--- src/rtl/dsr_pkg.sv ---
package dsr_pkg;

  typedef enum logic [2:0] {
    ST_IDLE,
    ST_XFER,
    ST_CHECK,
    ST_ARMED,
    ST_SEND,
    ST_FAULT
  } dsr_state_t;

  // A bit is sound when its rails differ and the stored copy equals the true rail.
  function automatic logic rail_ok(input logic t, input logic c, input logic q);
    return (t ^ c) & ~(q ^ t);
  endfunction

endpackage

--- src/rtl/dsr_stage.sv ---
module dsr_stage
  import dsr_pkg::*;
(
  input  logic clk,
  input  logic rst_n,
  input  logic clr,
  input  logic cap_ld,
  input  logic cap_sh,
  input  logic xfer,
  input  logic rail_t,
  input  logic rail_c,
  input  logic shift_in,
  output logic q,
  output logic ok
);

  logic prim;
  logic sec;

  // Phase one: the primary latch takes either the input rail or the neighbour.
  always_ff @(posedge clk or negedge rst_n) begin
    if (!rst_n)      prim <= 1'b0;
    else if (clr)    prim <= 1'b0;
    else if (cap_ld) prim <= rail_t;
    else if (cap_sh) prim <= shift_in;
  end

  // Phase two: the transfer clock copies it into the output latch.
  always_ff @(posedge clk or negedge rst_n) begin
    if (!rst_n)    sec <= 1'b0;
    else if (clr)  sec <= 1'b0;
    else if (xfer) sec <= prim;
  end

  assign q  = sec;
  assign ok = rail_ok(rail_t, rail_c, sec);


  xfer_copies_chk: assert property (@(posedge clk) disable iff (!rst_n)
    xfer && !clr |=> q == $past(prim));

endmodule

--- src/rtl/dsr_pacer.sv ---
module dsr_pacer #(
  parameter int W  = 16,
  parameter int LW = 8
) (
  input  logic          clk,
  input  logic          rst_n,
  input  logic          clr,
  input  logic          go,
  input  logic [LW-1:0] len_i,
  output logic          run,
  output logic          hi,
  output logic          end_hi,
  output logic          end_gap,
  output logic          last_bit
);

  localparam int BW = (W > 1) ? $clog2(W) : 1;
  localparam int CW = LW + 1;

  logic [CW-1:0] cnt;
  logic [LW-1:0] len_q;
  logic [BW-1:0] bitn;
  logic [CW-1:0] half;
  logic [CW-1:0] whole;

  function automatic logic [LW-1:0] eff_len(input logic [LW-1:0] l);
    return (l == '0) ? LW'(1) : l;
  endfunction

  assign half     = {1'b0, len_q};
  assign whole    = {len_q, 1'b0};
  assign hi       = run && (cnt < half);
  assign end_hi   = run && (cnt == half - CW'(1));
  assign end_gap  = run && (cnt == whole - CW'(1));
  assign last_bit = (bitn == BW'(W - 1));

  always_ff @(posedge clk or negedge rst_n) begin
    if (!rst_n) begin
      run <= 1'b0; cnt <= '0; bitn <= '0; len_q <= LW'(1);
    end else if (clr) begin
      run <= 1'b0; cnt <= '0; bitn <= '0;
    end else if (go) begin
      run <= 1'b1; cnt <= '0; bitn <= '0; len_q <= eff_len(len_i);
    end else if (run) begin
      if (end_gap) begin
        cnt  <= '0;
        bitn <= bitn + BW'(1);
        if (last_bit) run <= 1'b0;
      end else begin
        cnt <= cnt + CW'(1);
      end
    end
  end


  phase_edges_chk: assert property (@(posedge clk) disable iff (!rst_n)
    $onehot0({end_hi, end_gap}));


  next_pulse_chk: assert property (@(posedge clk) disable iff (!rst_n)
    end_gap && !last_bit && !clr && !go |=> hi);

endmodule

--- src/rtl/dualrail_cmd_serializer.sv ---
module dualrail_cmd_serializer
  import dsr_pkg::*;
#(
  parameter int W  = 16,
  parameter int LW = 8
) (
  input  logic          clk,
  input  logic          rst_n,
  input  logic          clr_i,
  input  logic [W-1:0]  rail_t_i,
  input  logic [W-1:0]  rail_c_i,
  input  logic          load_i,
  input  logic          start_i,
  input  logic [LW-1:0] pulse_len_i,
  output logic          match_o,
  output logic          err_o,
  output logic          busy_o,
  output logic          zero_o,
  output logic          one_o
);

  dsr_state_t st;
  logic [W-1:0] q_v;
  logic [W-1:0] ok_v;
  logic cap_ld, cap_sh, xfer, chk_evt, all_ok, go;
  logic pac_run, pac_hi, pac_end_hi, pac_end_gap, pac_last;

  assign cap_ld  = (st == ST_IDLE) && load_i && !clr_i;
  assign chk_evt = (st == ST_CHECK);
  assign go      = (st == ST_ARMED) && start_i && !clr_i;
  assign cap_sh  = pac_end_hi;
  assign xfer    = (st == ST_XFER) || pac_end_gap;
  assign all_ok  = &ok_v;

  for (genvar i = 0; i < W; i++) begin : g_stage
    logic sin;
    if (i == 0) begin : g_head
      assign sin = 1'b0;
    end else begin : g_link
      assign sin = q_v[i-1];
    end
    dsr_stage u_stage (
      .clk(clk), .rst_n(rst_n), .clr(clr_i),
      .cap_ld(cap_ld), .cap_sh(cap_sh), .xfer(xfer),
      .rail_t(rail_t_i[i]), .rail_c(rail_c_i[i]),
      .shift_in(sin), .q(q_v[i]), .ok(ok_v[i])
    );
  end

  dsr_pacer #(.W(W), .LW(LW)) u_pacer (
    .clk(clk), .rst_n(rst_n), .clr(clr_i), .go(go), .len_i(pulse_len_i),
    .run(pac_run), .hi(pac_hi), .end_hi(pac_end_hi),
    .end_gap(pac_end_gap), .last_bit(pac_last)
  );

  always_ff @(posedge clk or negedge rst_n) begin
    if (!rst_n) begin
      st <= ST_IDLE;
    end else if (clr_i) begin
      st <= ST_IDLE;
    end else begin
      case (st)
        ST_IDLE:  if (cap_ld) st <= ST_XFER;
        ST_XFER:  st <= ST_CHECK;
        ST_CHECK: st <= all_ok ? ST_ARMED : ST_FAULT;
        ST_ARMED: if (go) st <= ST_SEND;
        ST_SEND:  if (pac_end_gap && pac_last) st <= ST_IDLE;
        default:  st <= st;
      endcase
    end
  end

  always_ff @(posedge clk or negedge rst_n) begin
    if (!rst_n)       match_o <= 1'b0;
    else if (clr_i)   match_o <= 1'b0;
    else if (cap_ld)  match_o <= 1'b0;
    else if (chk_evt) match_o <= all_ok;
  end

  assign busy_o = (st == ST_ARMED) || (st == ST_SEND);
  assign err_o  = (st == ST_FAULT);
  assign zero_o = pac_hi && !q_v[W-1];
  assign one_o  = pac_hi && q_v[W-1];


  clear_quiet_chk: assert property (@(posedge clk) disable iff (!rst_n)
    clr_i |=> !busy_o && !err_o && !match_o && !zero_o && !one_o);


  mismatch_fault_chk: assert property (@(posedge clk) disable iff (!rst_n)
    chk_evt && !all_ok && !clr_i |=> err_o && !busy_o && !match_o);


  err_hold_chk: assert property (@(posedge clk) disable iff (!rst_n)
    err_o && !clr_i |=> err_o);


  pulse_in_busy_chk: assert property (@(posedge clk) disable iff (!rst_n)
    (zero_o || one_o) |-> busy_o && pac_run);


  busy_drop_chk: assert property (@(posedge clk) disable iff (!rst_n)
    pac_end_gap && pac_last && !clr_i |=> !busy_o);


  load_ignored_chk: assert property (@(posedge clk) disable iff (!rst_n)
    busy_o && load_i && !start_i && !clr_i && !pac_end_gap && !pac_end_hi
    |=> busy_o && $stable(q_v));

endmodule

--- config.mk ---
export PLATFORM = sky130hd
export DESIGN_NAME = dualrail_cmd_serializer
export DESIGN_NICKNAME = d
export VERILOG_FILES = /design/src/rtl/dsr_pkg.sv /design/src/rtl/dsr_stage.sv /design/src/rtl/dsr_pacer.sv /design/src/rtl/dualrail_cmd_serializer.sv
export SDC_FILE = /design/constraint.sdc
export NUM_CORES = 1
export LEC_CHECK = 0
export ABC_AREA = 1
export BUFFER_PORTS_ARGS = -buffer_cell sky130_fd_sc_hd__buf_2
export CAP_MARGIN = 20
export CELL_PAD_IN_SITES_DETAIL_PLACEMENT = 1
export CELL_PAD_IN_SITES_GLOBAL_PLACEMENT = 2
export CORE_MARGIN = 3
export CORE_UTILIZATION = 35
export CTS_CLUSTER_SIZE = 28
export DETAILED_ROUTE_END_ITERATION = 8
export HOLD_SLACK_MARGIN = 0.12
export MAX_ROUTING_LAYER = met4
export PLACE_DENSITY = 0.93
export SLEW_MARGIN = 10
export SYNTH_ARGS = -nofsm -noshare
export SYNTH_HDL_FRONTEND = slang
export SYNTH_SLANG_ARGS = --single-unit
export TNS_END_PERCENT = 20
--- constraint.sdc ---
create_clock -name clk -period 3.7 [get_ports clk]
set_input_delay 0.37 -clock clk [delete_from_list [all_inputs] [get_ports clk]]
set_output_delay 0.37 -clock clk [all_outputs]
set_load 0.01 [all_outputs]
==> results of run 1 <==
==> placed cells by master, fill, tap and decap left out, drive strengths merged <==
cell type,Yosys,layout
nand2,149,149
nand3,75,75
inv,68,69
dfrtp,57,57
buf,8,52
nor2,48,48
o21ai,40,40
o22ai,15,15
a21oi,14,14
ha,11,11
nand4,9,9
clkbuf,4,9
nor3,6,6
xor2,5,5
nand3b,4,4
bufinv,0,3
clkinv,1,3
nor4,2,2
or2,2,2
o21a,1,1
o2111ai,1,1
a31oi,1,1
o221ai,1,1
nor3b,1,1
a41oi,1,1
a211oi,1,1
clkinvlp,0,1
dfstp,1,1
==> through the flow <==
stage / total power, uW / instance area (um2) / setup slack [ns] / util / cells
floorplan: 1300 / 3780 / 1.63 / - / 526
finish: 2210 / 4380 / 1.18 / 0.421 / 718
global route: 2370 / 4380 / 0.942 / 0.421 / 718
global placement: 1450 / 4140 / 1.33 / 0.398 / 702
detailed placement: 1490 / 4140 / 1.23 / 0.398 / 702
CTS: 2230 / 4380 / 1.19 / 0.421 / 718
==> cells by family (layout without fill, tap and decap cells) <==
kind of cell,after synthesis,after routing,share of synthesized area
AOI/OAI and AO/OA,75,75,0.116
and+or+nand+nor,296,296,0.362
xor gates and xnor gates,5,5,0.0116
adders and majority gates,11,11,0.0364
DFF,58,58,0.384
buffers and inverters,81,137,0.0896
==> layout make-up <==
class,count,area (um2),share of cell area
multi-input cells,387,1990,0.455
flip-flops and latches,58,1450,0.331
repair buffers,52,268,0.0611
inverters,69,259,0.0591
well taps,136,170,0.0388
clock buffers,9,124,0.0283
clock inverters,7,116,0.0265
==> worst register-to-register path, delay by kind of cell (launching register included) <==
family                     cells  cell delay [ns]
and+or+nand+nor               11             1.31
DFF                            1             0.57
adders and majority gates      1             0.37
buffers and inverters          2             0.16
==> power groups by stage <==
| stage | Clock, uW | Sequential, uW | Combinational [uW] |
|---|---|---|---|
| 4_1_cts | 749 | 828 | 654 |
| 3_5_place_dp | 0 | 838 | 648 |
| 3_3_place_gp | 0 | 832 | 619 |
| 2_1_floorplan | 0 | 812 | 488 |
| 5_1_grt | 786 | 843 | 742 |
| 6_report | 736 | 827 | 645 |
==> layer usage <==
metal | up-vias | track usage | share of wire
met5 | - | - | 0
met4 | 0 | 0.0739 | 0.020
met3 | 17 | 0.0309 | 0.027
met2 | 51 | 0.347 | 0.51
met1 | 1795 | 0.245 | 0.45
li1 | 1828 | - | -
==> flip-flops by register name, summed over array words and instances, names as in the netlist <==
register and flops:
u_pacer.bitn 4, st 3, g_stage.u_stage.prim 16, match_o 1, u_pacer.run 1, g_stage.u_stage.q 16
u_pacer.cnt 9, u_pacer.len_q 8
==> path summary, 6_finish.rpt <==
check / startpoint / to / slack (ns)
setup / recovery: u_pacer.len_q[0]$_DFFE_PN1P_ / st[0]$_DFFE_PN0P_ / 1.18
hold / removal: rst_n / u_pacer.len_q[6]$_DFFE_PN0P_ / 0.13
setup reg to reg: u_pacer.len_q[0]$_DFFE_PN1P_ / st[0]$_DFFE_PN0P_ / 1.18
hold reg to reg: g_stage[7].u_stage.prim$_DFFE_PN0P_ / g_stage[7].u_stage.prim$_DFFE_PN0P_ / 0.51
max in group asynchronous: rst_n / u_pacer.len_q[0]$_DFFE_PN1P_ / 2.67
min in group clk: pulse_len_i[3] / u_pacer.len_q[3]$_DFFE_PN0P_ / 0.24
==> impl_metrics.xml, run 1 <==
<?xml version="1.0" encoding="UTF-8"?>
<metrics>
  <group name="status">
    <metric name="outcome" unit="">finished, final reports clean</metric>
  </group>
  <group name="power">
    <metric name="power.switching_fraction" unit="">0.370</metric>
    <metric name="leakagePower" unit="uW">0.00219</metric>
    <metric name="powerDensity" unit="mW/mm2">504</metric>
    <metric name="share_comb_of_total_power" unit="">0.292</metric>
    <metric name="p_int" unit="uW">1390</metric>
    <metric name="proportion_of_power_drawn_by_the_clock_network" unit="">0.333</metric>
    <metric name="vdd_drop_max" unit="V">0.000193</metric>
    <metric name="p_switching" unit="uW">817</metric>
    <metric name="power_frac_seq" unit="">0.375</metric>
  </group>
  <group name="synth">
    <metric name="synth.top_cell.area_share" unit="">0.377</metric>
    <metric name="yosys.area.top_type" unit="">sky130_fd_sc_hd__dfrtp_1</metric>
    <metric name="synth.distinct_cells" unit="">39</metric>
    <metric name="synthesis.instances" unit="">526</metric>
    <metric name="synth-async-reset-ratio" unit="">1.00</metric>
    <metric name="synth_warnings" unit="">0</metric>
    <metric name="synth_enable_flop_cells" unit="">0</metric>
    <metric name="synthesis.area_per_instance" unit="um2">7.20</metric>
    <metric name="post_synth_main_area_contributors" unit="">sky130_fd_sc_hd__dfrtp_1 38%, sky130_fd_sc_hd__nand2_1 14%, sky130_fd_sc_hd__nand3_1 8.7%, sky130_fd_sc_hd__inv_1 6.5%, sky130_fd_sc_hd__nor2_1 4.3%</metric>
    <metric name="synth_sequential_area_ratio" unit="">0.384</metric>
    <metric name="syn-num-nets" unit="">582</metric>
    <metric name="synth_common_cells" unit="">146 x sky130_fd_sc_hd__nand2_1, 66 x sky130_fd_sc_hd__inv_1, 66 x sky130_fd_sc_hd__nand3_1</metric>
    <metric name="synthMostInstantiatedCell" unit="">sky130_fd_sc_hd__nand2_1</metric>
    <metric name="ys.flop_type" unit="">sky130_fd_sc_hd__dfrtp_1</metric>
    <metric name="ys_ff_latch" unit="">58</metric>
    <metric name="mappedNetlistArea" unit="mm2">0.00378</metric>
  </group>
  <group name="worst_setup_path">
    <metric name="worst_ep_arrival_time" unit="ns">2.75</metric>
    <metric name="cp.depth" unit="">14</metric>
    <metric name="worstPathRequired" unit="ns">3.94</metric>
    <metric name="path_common_cell" unit="">sky130_fd_sc_hd__nand2_1</metric>
    <metric name="timing.critical_path.from_type" unit="">flip-flop</metric>
    <metric name="cp_cell_sequence" unit="">inv_1 -&gt; ha_1 -&gt; nand2_1 -&gt; inv_1 -&gt; nor2_1 -&gt; nand3_1 -&gt; nor2_1 -&gt; nand2_1 -&gt; nor2_4 -&gt; nand4_1 -&gt; nand3_1 -&gt; nand2_1 -&gt; nand2_1 -&gt; nand2_1</metric>
    <metric name="family_with_the_most_delay_on_the_worst_path" unit="">simple AND/OR/NAND/NOR gates</metric>
    <metric name="worstPathMaxFanout" unit="">6</metric>
    <metric name="crit_path_end_kind" unit="">flip-flop</metric>
    <metric name="r2r_cells" unit="">14</metric>
    <metric name="timing.critical_path.slowest_cell_delay" unit="ns">0.57</metric>
    <metric name="worst_path_max_delay_cell" unit="">sky130_fd_sc_hd__dfstp_2</metric>
    <metric name="critical_path_buf_inv_count" unit="">2</metric>
    <metric name="timing_worst_setup_path_type" unit="">reg -&gt; reg</metric>
  </group>
  <group name="hold_path">
    <metric name="hold_class" unit="">in -&gt; async</metric>
  </group>
  <group name="global_route">
    <metric name="initial_antenna_violation_count" unit="">0</metric>
    <metric name="grt_pass1_wl" unit="um">18700</metric>
    <metric name="groute.usage.overall" unit="">0.204</metric>
    <metric name="first_global_vias" unit="">3892</metric>
    <metric name="grt.overflow.total" unit="">0</metric>
    <metric name="grt_max_degree" unit="">37</metric>
  </group>
  <group name="sta">
    <metric name="whs" unit="ns">0.132</metric>
    <metric name="final_period_minus_worst_setup_slack" unit="ns">2.52</metric>
    <metric name="timing.max_slew.rel_slack" unit="">0.365</metric>
    <metric name="fin_setup_tns" unit="ns">0</metric>
    <metric name="worst_pin_slew" unit="ns">0.949</metric>
    <metric name="fmaxAchievable" unit="MHz">398</metric>
    <metric name="setup_viol" unit="">0</metric>
    <metric name="rsz0062_at_grt" unit="">no</metric>
    <metric name="fin_max_slew_vios" unit="">0</metric>
    <metric name="fin_skew" unit="ns">0.0106</metric>
    <metric name="timing.final.hold_violations" unit="">0</metric>
    <metric name="post-route-period-util" unit="">0.680</metric>
  </group>
  <group name="routing">
    <metric name="average_wire_length_per_cell_after_detail_routing" unit="um">15.1</metric>
    <metric name="drt_iter0_drc" unit="">141</metric>
    <metric name="post_detailed_route_via_to_cell_ratio" unit="">5.14</metric>
    <metric name="drt_wl_total" unit="um">10800</metric>
    <metric name="drt_pre_antenna_iters" unit="">6</metric>
    <metric name="routed-via-count" unit="">3691</metric>
    <metric name="post-route-drc-count" unit="">0</metric>
    <metric name="drt.antenna.violating_nets" unit="">0</metric>
  </group>
  <group name="floorplan">
    <metric name="floorplan.die_area" unit="mm2">0.0121</metric>
    <metric name="initial_core_util" unit="">0.363</metric>
    <metric name="floorplan.core_area" unit="mm2">0.0104</metric>
    <metric name="std_cell_rows" unit="">37</metric>
    <metric name="die_height" unit="um">110</metric>
    <metric name="io_pins" unit="">50</metric>
    <metric name="die_wd" unit="um">110</metric>
  </group>
  <group name="clocking">
    <metric name="cts-hold-fix-buffers" unit="">0</metric>
    <metric name="cts-htree-levels" unit="">3</metric>
    <metric name="cts_repair_resize_count" unit="">0</metric>
    <metric name="cts_max_path_buffers" unit="">2</metric>
    <metric name="ctsRootBufferMaster" unit="">sky130_fd_sc_hd__clkbuf_8</metric>
    <metric name="cts_sinks" unit="">58</metric>
    <metric name="clk_transition_reported_paths" unit="ns">0.08</metric>
    <metric name="total_cts_buffers" unit="">9</metric>
    <metric name="cts_tree" unit="">yes</metric>
    <metric name="postCtsSetupRepairBufs" unit="">0</metric>
    <metric name="clock_latency" unit="ns">0.35</metric>
  </group>
  <group name="finish">
    <metric name="syn_to_final_growth" unit="%">15.8</metric>
    <metric name="layout-drive-gt1-share" unit="">0.167</metric>
    <metric name="antenna_cells" unit="">0</metric>
    <metric name="final_net_count" unit="">633</metric>
    <metric name="num-fill-cells" unit="">1346</metric>
  </group>
  <group name="placement">
    <metric name="port_buffers" unit="">49</metric>
    <metric name="place.detailed.hpwl" unit="um">8130</metric>
    <metric name="routabilityCongestion" unit="">0.828</metric>
  </group>
  <group name="flow_run">
    <metric name="cap_viol_max_count" unit="">0</metric>
  </group>
</metrics>
No activity file was read; power rests on OpenSTA's default activity.
==> inputs of run 2 (changes only) <==
--- a/config.mk
+++ b/config.mk
@@ -11,12 +11,12 @@
 export CELL_PAD_IN_SITES_DETAIL_PLACEMENT = 1
 export CELL_PAD_IN_SITES_GLOBAL_PLACEMENT = 2
 export CORE_MARGIN = 3
-export CORE_UTILIZATION = 35
+export CORE_UTILIZATION = 30
 export CTS_CLUSTER_SIZE = 28
 export DETAILED_ROUTE_END_ITERATION = 8
 export HOLD_SLACK_MARGIN = 0.12
 export MAX_ROUTING_LAYER = met4
-export PLACE_DENSITY = 0.93
+export PLACE_DENSITY = 0.86
 export SLEW_MARGIN = 10
 export SYNTH_ARGS = -nofsm -noshare
 export SYNTH_HDL_FRONTEND = slang
==> constraint.sdc (replaced) <==
create_clock -name clk -period 2.3 [get_ports clk]
set_input_delay 0.23 -clock clk [delete_from_list [all_inputs] [get_ports clk]]
set_output_delay 0.23 -clock clk [all_outputs]
set_load 0.01 [all_outputs]
==> run 2 against run 1 <==
Setup slack worse by 1.0 ns. Via count is 2.0% higher. Flip-flop and latch count stayed put. Critical path type unchanged. Clock skew is 0.0052 ns lower. Fmax is 18% higher. Final cell count is 7.5% higher. Combinational power is 95% higher. Largest cell class unchanged. Sequential power is 60% higher. Global-route usage is 3.5 points lower. Worst hold slack worse by 0.0018 ns. Clock power is 85% higher. Final area is 8.4% higher.
==> impl_metrics.xml, run 2 (synthesis gave the netlist of run 1 again) <==
<?xml version="1.0" encoding="UTF-8"?>
<metrics>
  <group name="floorplan">
    <metric name="die_wd" unit="um">118</metric>
    <metric name="std_cell_rows" unit="">40</metric>
    <metric name="floorplan.die_area" unit="mm2">0.0140</metric>
    <metric name="die_height" unit="um">118</metric>
    <metric name="floorplan.core_area" unit="mm2">0.0122</metric>
    <metric name="initial_core_util" unit="">0.311</metric>
    <metric name="io_pins" unit="">50</metric>
  </group>
  <group name="worst_setup_path">
    <metric name="rr_endpoint" unit="">g_stage[13].u_stage.q$_DFFE_PN0P_</metric>
    <metric name="worstPathMaxFanout" unit="">9</metric>
    <metric name="timing_worst_setup_path_type" unit="">reg -&gt; reg</metric>
    <metric name="r2r_slack" unit="ns">0.16</metric>
    <metric name="worstPathRequired" unit="ns">2.54</metric>
    <metric name="r2r_cells" unit="">11</metric>
    <metric name="worst_ep_arrival_time" unit="ns">2.38</metric>
    <metric name="crit_path_end_kind" unit="">flip-flop</metric>
    <metric name="timing.critical_path.from_type" unit="">flip-flop</metric>
    <metric name="reg2reg_from" unit="">u_pacer.len_q[0]$_DFFE_PN1P_</metric>
  </group>
  <group name="sta">
    <metric name="post-route-period-util" unit="">0.929</metric>
    <metric name="timing.max_slew.rel_slack" unit="">0.491</metric>
    <metric name="fin_setup_tns" unit="ns">0</metric>
    <metric name="final_period_minus_worst_setup_slack" unit="ns">2.14</metric>
    <metric name="fin_skew" unit="ns">0.00540</metric>
    <metric name="fin_max_slew_vios" unit="">0</metric>
    <metric name="rsz0062_at_grt" unit="">no</metric>
    <metric name="worst_pin_slew" unit="ns">0.764</metric>
    <metric name="timing.final.hold_violations" unit="">0</metric>
    <metric name="fmaxAchievable" unit="MHz">468</metric>
    <metric name="setup_viol" unit="">0</metric>
  </group>
  <group name="hold_path">
    <metric name="hp-start" unit="">pulse_len_i[3]</metric>
    <metric name="hold_depth" unit="">3</metric>
    <metric name="hold_class" unit="">in -&gt; reg</metric>
    <metric name="whs_endpoint" unit="">u_pacer.len_q[3]$_DFFE_PN0P_</metric>
  </group>
  <group name="power">
    <metric name="total_power" unit="uW">3940</metric>
    <metric name="vdd_drop_max" unit="V">0.000446</metric>
    <metric name="powerDensity" unit="mW/mm2">829</metric>
    <metric name="leakagePower" unit="uW">0.00235</metric>
  </group>
  <group name="routing">
    <metric name="drt_wl_total" unit="um">11400</metric>
    <metric name="post_detailed_route_via_to_cell_ratio" unit="">4.88</metric>
    <metric name="drt_iter0_drc" unit="">128</metric>
    <metric name="drt.antenna.violating_nets" unit="">0</metric>
    <metric name="post-route-drc-count" unit="">0</metric>
    <metric name="average_wire_length_per_cell_after_detail_routing" unit="um">14.8</metric>
    <metric name="routed-via-count" unit="">3766</metric>
    <metric name="drt_pre_antenna_iters" unit="">4</metric>
  </group>
  <group name="global_route">
    <metric name="grt_max_degree" unit="">59</metric>
    <metric name="initial_antenna_violation_count" unit="">0</metric>
    <metric name="groute.usage.overall" unit="">0.169</metric>
    <metric name="grt.overflow.total" unit="">0</metric>
    <metric name="grt_pass1_wl" unit="um">18800</metric>
    <metric name="first_global_vias" unit="">3890</metric>
  </group>
  <group name="placement">
    <metric name="place.detailed.hpwl" unit="um">8320</metric>
    <metric name="routabilityCongestion" unit="">0.912</metric>
    <metric name="port_buffers" unit="">49</metric>
  </group>
  <group name="finish">
    <metric name="multi_input_area" unit="mm2">0.00203</metric>
    <metric name="syn_to_final_growth" unit="%">25.6</metric>
    <metric name="num-fill-cells" unit="">1539</metric>
    <metric name="layout.area.seq" unit="mm2">0.00146</metric>
    <metric name="antenna_cells" unit="">0</metric>
    <metric name="final_common_cell" unit="">sky130_fd_sc_hd__nand2_1</metric>
    <metric name="final_cell_mix" unit="">145 x sky130_fd_sc_hd__nand2_1, 66 x sky130_fd_sc_hd__inv_1, 65 x sky130_fd_sc_hd__nand3_1</metric>
    <metric name="final_net_count" unit="">655</metric>
    <metric name="layout-drive-gt1-share" unit="">0.205</metric>
  </group>
  <group name="clocking">
    <metric name="cts_sinks" unit="">58</metric>
    <metric name="clock_latency" unit="ns">0.33</metric>
    <metric name="ctsRootBufferMaster" unit="">sky130_fd_sc_hd__clkbuf_16</metric>
    <metric name="total_cts_buffers" unit="">9</metric>
    <metric name="clk_transition_reported_paths" unit="ns">0.05</metric>
    <metric name="cts-htree-levels" unit="">3</metric>
    <metric name="cts_tree" unit="">yes</metric>
    <metric name="cts_max_path_buffers" unit="">2</metric>
  </group>
  <group name="flow_run">
    <metric name="cap_viol_max_count" unit="">0</metric>
  </group>
  <group name="status">
    <metric name="outcome" unit="">finished, final reports clean</metric>
  </group>
</metrics>
## run 2: worst max-delay path by stage
stage                                 start                             endpoint  slack (ns)  cells after the start
2_1_floorplan  u_pacer.len_q[0]$_DFFE_PN1P_    g_stage[11].u_stage.q$_DFFE_PN0P_        0.23                     14
3_3_place_gp   u_pacer.len_q[0]$_DFFE_PN1P_    g_stage[12].u_stage.q$_DFFE_PN0P_        0.14                     14
3_5_place_dp   u_pacer.len_q[0]$_DFFE_PN1P_    g_stage[12].u_stage.q$_DFFE_PN0P_        0.10                     14
4_1_cts        u_pacer.len_q[6]$_DFFE_PN0P_                                one_o       0.007                      8
5_1_grt        u_pacer.len_q[0]$_DFFE_PN1P_  g_stage[8].u_stage.prim$_DFFE_PN0P_       0.006                     13
6_report       u_pacer.len_q[0]$_DFFE_PN1P_    g_stage[13].u_stage.q$_DFFE_PN0P_        0.16                     11
## run 2: power breakdown
| part | leakage [uW] | total (uW) | internal (uW) | switching, uW |
|---|---|---|---|---|
| registers | 0.000765 | 1320 | 1190 | 127 |
| logic | 0.00143 | 1260 | 475 | 785 |
| clock network | 0.000149 | 1360 | 864 | 500 |
## run 2: through the flow
stage / hold slack [ns] / setup slack (ns) / cell area, um2 / instances / utilization
final: 0.131 / 0.163 / 4750 / 772 / 0.391
after global routing: 0.134 / 0.00590 / 4750 / 772 / 0.391
after CTS: 0.120 / 0.00717 / 4610 / 764 / 0.379
after detailed placement: 0.448 / 0.105 / 4300 / 746 / 0.353
after global placement: 0.439 / 0.144 / 4300 / 746 / 0.353
after floorplan: -0.0656 / 0.230 / 3780 / 526 / -
## run 2: layout make-up
| type | count | share of cell area |
|---|---|---|
| Multi-Input combinational cell | 387 | 0.428 |
| Sequential cell | 58 | 0.306 |
| Timing Repair Buffer | 74 | 0.105 |
| Inverter | 69 | 0.0545 |
| Clock buffer | 11 | 0.0511 |
| Tap cell | 168 | 0.0442 |
| Clock inverter | 5 | 0.0113 |
## run 2: worst max-delay path, stage by stage (launching register included)
cell,delay [ns]
sky130_fd_sc_hd__dfstp_2,0.53
sky130_fd_sc_hd__inv_1,0.07
sky130_fd_sc_hd__ha_4,0.26
sky130_fd_sc_hd__or2_2,0.27
sky130_fd_sc_hd__nand3_1,0.08
sky130_fd_sc_hd__nor2_1,0.04
sky130_fd_sc_hd__nand2_1,0.10
sky130_fd_sc_hd__nor2_4,0.06
sky130_fd_sc_hd__nand3_4,0.11
sky130_fd_sc_hd__nand3_4,0.14
sky130_fd_sc_hd__clkbuf_16,0.21
sky130_fd_sc_hd__o21ai_0,0.17
## run 2: timing repair
action,in CTS,in global routing
setup endpoints to repair,0,43
hold buffers,2,0
gates resized for setup,0,10
setup buffers,0,6
hold endpoints to repair,58,0
## run 2: metal layers
layer | vias up | global-route usage | share of wire
met5 | - | - | 0
met4 | 0 | 0.0645 | 0.019
met3 | 11 | 0.0206 | 0.031
met2 | 61 | 0.288 | 0.50
met1 | 1815 | 0.205 | 0.45
li1 | 1879 | - | -
